===== src/rtl/tmr_ctl_pkg.sv =====
package tmr_ctl_pkg;
  localparam int unsigned EN_BIT  = 0;
  localparam int unsigned MSK_BIT = 1;
  localparam int unsigned STS_BIT = 2;
  localparam int unsigned CTL_USED = 3;

  typedef struct packed {
    logic mask;
    logic en;
  } ctl_t;
endpackage


===== src/rtl/tmr_ctl_store.sv =====
module tmr_ctl_store
  import tmr_ctl_pkg::*;
(
  input  logic       clk_i,
  input  logic       rst_ni,
  input  logic       wr_en_i,
  input  logic [1:0] wr_bits_i,
  output ctl_t       ctl_o
);
  ctl_t ctl_q;

  always_ff @(posedge clk_i or negedge rst_ni) begin
    if (!rst_ni) begin
      ctl_q <= '0;
    end else if (wr_en_i) begin
      ctl_q.en   <= wr_bits_i[EN_BIT];
      ctl_q.mask <= wr_bits_i[MSK_BIT];
    end
  end

  assign ctl_o = ctl_q;
endmodule


===== src/rtl/tmr_ctl_cond.sv =====
module tmr_ctl_cond #(
  parameter int unsigned CNT_W = 64
) (
  input  logic [CNT_W-1:0] count_i,
  input  logic [CNT_W-1:0] cmp_i,
  output logic             met_o,
  output logic [CNT_W-1:0] remain_o
);
  // unsigned difference; borrow clear means count >= cmp
  logic [CNT_W:0] diff;

  assign diff     = {1'b0, count_i} - {1'b0, cmp_i};
  assign met_o    = ~diff[CNT_W];
  assign remain_o = cmp_i - count_i;
endmodule


===== src/rtl/tmr_ctl_irq.sv =====
module tmr_ctl_irq
  import tmr_ctl_pkg::*;
(
  input  logic clk_i,
  input  logic rst_ni,
  input  ctl_t ctl_i,
  input  logic met_i,
  output logic status_o,
  output logic irq_o
);
  logic irq_q;

  assign status_o = ctl_i.en & met_i;

  always_ff @(posedge clk_i or negedge rst_ni) begin
    if (!rst_ni) irq_q <= 1'b0;
    else         irq_q <= status_o & ~ctl_i.mask;
  end

  assign irq_o = irq_q;
endmodule


===== src/rtl/timer_ctl_reg.sv =====
module timer_ctl_reg
  import tmr_ctl_pkg::*;
#(
  parameter int unsigned DATA_W = 64,
  parameter int unsigned CNT_W  = 64
) (
  input  logic              clk_i,
  input  logic              rst_ni,
  input  logic              wr_en_i,
  input  logic [DATA_W-1:0] wr_data_i,
  input  logic [CNT_W-1:0]  count_i,
  input  logic [CNT_W-1:0]  cmp_i,
  output logic [DATA_W-1:0] rd_data_o,
  output logic [CNT_W-1:0]  tval_o,
  output logic              irq_o
);
  ctl_t ctl;
  logic met;
  logic status;
  logic unused_wr;

  assign unused_wr = ^{wr_data_i[DATA_W-1:CTL_USED], wr_data_i[STS_BIT]};

  tmr_ctl_store u_store (
    .clk_i    (clk_i),
    .rst_ni   (rst_ni),
    .wr_en_i  (wr_en_i),
    .wr_bits_i(wr_data_i[1:0]),
    .ctl_o    (ctl)
  );

  tmr_ctl_cond #(.CNT_W(CNT_W)) u_cond (
    .count_i (count_i),
    .cmp_i   (cmp_i),
    .met_o   (met),
    .remain_o(tval_o)
  );

  tmr_ctl_irq u_irq (
    .clk_i   (clk_i),
    .rst_ni  (rst_ni),
    .ctl_i   (ctl),
    .met_i   (met),
    .status_o(status),
    .irq_o   (irq_o)
  );

  for (genvar b = 0; b < DATA_W; b++) begin : g_rd
    if (b == EN_BIT) begin : g_en
      assign rd_data_o[b] = ctl.en;
    end else if (b == MSK_BIT) begin : g_msk
      assign rd_data_o[b] = ctl.mask;
    end else if (b == STS_BIT) begin : g_sts
      assign rd_data_o[b] = status;
    end else begin : g_zero
      assign rd_data_o[b] = 1'b0;
    end
  end
endmodule


===== config.mk =====
export PLATFORM = sky130hd
export DESIGN_NAME = timer_ctl_reg
export DESIGN_NICKNAME = d
export VERILOG_FILES = /design/src/rtl/tmr_ctl_pkg.sv /design/src/rtl/tmr_ctl_store.sv /design/src/rtl/tmr_ctl_cond.sv /design/src/rtl/tmr_ctl_irq.sv /design/src/rtl/timer_ctl_reg.sv
export SDC_FILE = /design/constraint.sdc
export NUM_CORES = 1
export LEC_CHECK = 0
export BUFFER_PORTS_ARGS = -buffer_cell sky130_fd_sc_hd__buf_2
export CAP_MARGIN = 20
export CORE_AREA = 2 2 127 129
export CTS_CLUSTER_SIZE = 14
export DETAILED_ROUTE_END_ITERATION = 6
export DIE_AREA = 0 0 129 131
export PLACE_DENSITY_LB_ADDON = 0.12
export SLEW_MARGIN = 20
export SYNTH_ARGS = -nofsm -noshare
export SYNTH_HDL_FRONTEND = slang
export SYNTH_SLANG_ARGS = --single-unit

===== constraint.sdc =====
create_clock -name clk_i -period 2.7 [get_ports clk_i]
set_input_delay 0.135 -clock clk_i [delete_from_list [all_inputs] [get_ports clk_i]]
set_output_delay 0.135 -clock clk_i [all_outputs]
set_load 0.1 [all_outputs]

==> metrics.yaml <==
run_status:
  status: "finished with violations"
  violations: "setup timing"
sta:
  tightest_slew_ps: 791
  fin_crit_ps: 2900
  setup_violations: 13
  maxSlewHeadroom_pct: 45.9
  max_freq_ghz: 0.344
  fin_crit_sh_pct: 108
  setup_slack_ps: -205
  drv_slew: 0
  finalHoldViolCount: 0
  fin_skew_ps: 8.10
  rsz0062_at_grt: "yes"
synthesis:
  synth-seq-area-share_pct: 1.19
  avgSynthCellArea_um2: 6.79
  synth_area_um2: 6290
  ys.flop_type: "dfrtp_1"
  synth_edf_count: 0
  synth_cell_types: 71
  synth_seq_cells: 3
  ys_warn_count: 0
  async_flop_share_pct: 100
  syn_inst: 927
drt:
  detail_route.vias_per_cell: 5.08
  vias: 7948
  wl_per_cell_um: 15.2
  drt_first_pass_iters: 5
  ant_nets: 0
  drt-initial-drc-count: 541
  postRouteWirelength_um: 23700
  route.detailed.drc: 0
cts:
  htree_levels: 1
  clkLatencyLatePin_ps: 240
  clockBufferDepth: 2
  cts.sinks: 3
  clk_pin_slew_ps: 40
  cts_buffers: 3
  cts_tree: "built"
  clock-root-buffer: "clkbuf_16"
global_routing:
  antenna_found_initial: 0
  track_usage_pct: 26.7
  grt_pass1_wl_um: 36800
  grt_max_degree: 12
  grt-ovfl-total: 0
  grt_pass1_vias: 7831
floorplan:
  core_area_um2: 15600
  fp.dieH_um: 131
  ioPinCount: 324
  start_util_pct: 40.3
  die_x_um: 129
  row_count: 46
  die_area_um2: 16900
final_layout:
  seq_area_um2: 75.1
  layout-drive-gt1-share_pct: 51.3
  diodes: 0
  syn_to_final_growth_pct: 92.7
  mostFrequentLayoutCell: "buf_4"
  final_cell_mix: "buf_4, inv_1, buf_2"
  fill_cells: 1098
  multiInputGateArea_um2: 7130
  layout.nets: 1672
power_and_ir_drop:
  p_leak_nw: 6.18
  p_per_area_nw_per_um2: 479
  peakVddDrop_mv: 0.384
  power_mw: 5.80
worst_setup_path:
  crit_path_end: "tval_o[57]"
  startpoint: "count_i[32]"
  r2r_slack_ps: 1280
  start_kind: "input pin"
  critical_path_peak_fanout: 3
  rr_worst_depth: 5
  required_ps: 2570
  regToRegEndpoint: "u_irq.irq_o$_DFF_PN0_"
  worstPathArrival_ps: 2770
  cp-end-kind: "primary output"
  critPathKind: "in -> out"
  regToRegStartpoint: "u_store.ctl_o[0]$_DFFE_PN0P_"
place:
  port_buffers: 200
  dp_hpwl_um: 19200
  dp_slack_ps: -311
  place.gp.congestion: 0.895
run:
  drv_cap: 0
worst_hold_path:
  min-delay-path-class: "in -> reg"
## area by class of cell
type | instances | share of cell area, %
Multi-Input combinational cell | 735 | 58.8
Timing Repair Buffer | 459 | 32.8
Inverter | 147 | 4.84
Tap cell | 216 | 2.23
Clock buffer | 4 | 0.650
Sequential cell | 3 | 0.619
## synthesized netlist by cell type, types with 9 or more instances
cell type	n	area, µm²
nor2b_1	12	75.1
a21oi_1	93	465
buf_2	9	45.0
a31oi_1	9	56.3
ha_1	127	1590
inv_1	147	552
nor3_1	17	85.1
clkbuf_1	29	109
a21o_1	48	360
xor2_1	23	201
nand2_1	51	191
xnor2_1	33	289
o21a_1	12	90.1
o21bai_1	13	97.6
o21ai_0	42	210
nand4_1	27	169
buf_4	62	465
nor2_1	47	176
nand3_1	17	85.1
## state kept, by name (all words and copies together) (netlist names)
signal and cells:
u_store.ctl_o 2, u_irq.irq_o 1
## per-layer routing
| layer | vias to the layer above | share of wire (%) | global-route usage, % | routed length, µm |
|---|---|---|---|---|
| met5 | - | 0 | 0 | 0 |
| met4 | 0 | 1.6 | 5.50 | 382 |
| met3 | 35 | 5.2 | 3.62 | 1230 |
| met2 | 294 | 52 | 49.4 | 12300 |
| met1 | 3744 | 41 | 33.0 | 9800 |
| li1 | 3875 | - | - | - |
## through the flow
step           cell area (µm²)  hold WS [ps]  std cells  utilization [%]  TNS, ps
6_report                 12100           133       1564             77.7    -1170
5_1_grt                  12100           154       1564             77.7    -2950
4_1_cts                  11400           136       1553             73.3    -1260
3_5_place_dp             10700         -49.5       1536             68.9    -5150
3_3_place_gp             10700         -50.7       1536             68.9    -4450
2_1_floorplan             7600          -161        987                -    -2320
## how the worst min path moves through the flow
stage,start,endpoint,slack [ps],depth (start not counted)
after floorplan,rst_ni,u_irq.irq_o$_DFF_PN0_,-160,0
after global placement,rst_ni,u_irq.irq_o$_DFF_PN0_,-50,1
after detailed placement,rst_ni,u_store.ctl_o[1]$_DFFE_PN0P_,-50,1
after CTS,wr_data_i[1],u_store.ctl_o[1]$_DFFE_PN0P_,140,2
after global routing,wr_data_i[1],u_store.ctl_o[1]$_DFFE_PN0P_,150,2
final,wr_data_i[1],u_store.ctl_o[1]$_DFFE_PN0P_,130,2
## worst max-delay path, stage by stage
cell and delay (ps):
buf_6 100, inv_4 50, ha_4 210, a21o_1 190, a31o_1 230, or4_4 450, a211o_1 290, nand3_2 120
nor3_4 60, buf_6 130, o41ai_4 250, o21bai_2 150, xnor2_4 200, buf_12 190
## logic make-up (layout without fill, tap and decap cells)
logic type | Yosys count | in the layout | synth area share [%]
AO/OA/AOI/OAI | 277 | 277 | 29.1
buffers and inverters | 249 | 610 | 18.9
AND/OR/NAND/NOR | 211 | 211 | 17.1
adder cells (fa/ha/maj) | 128 | 128 | 25.6
XOR/XNOR | 56 | 56 | 7.80
flip-flops | 3 | 3 | 1.19
multiplexers | 2 | 2 | 0.358
other | 1 | 61 | 0.0596
## power breakdown
part,switching (mW),leakage (nW),internal [mW]
Combinational,3.44,6.10,2.05
Clock,0.0603,0.0382,0.197
Sequential,0.00365,0.0369,0.0492
## repair_timing
action | CTS | global route
hold endpoints to repair | 3 | 0
setup buffers | 18 | 14
gates resized for setup | 96 | 134
hold buffers | 1 | 0
pin swaps | 48 | 49
endpoints found under the setup margin | 34 | 41
(Power assumes the default switching activity.)
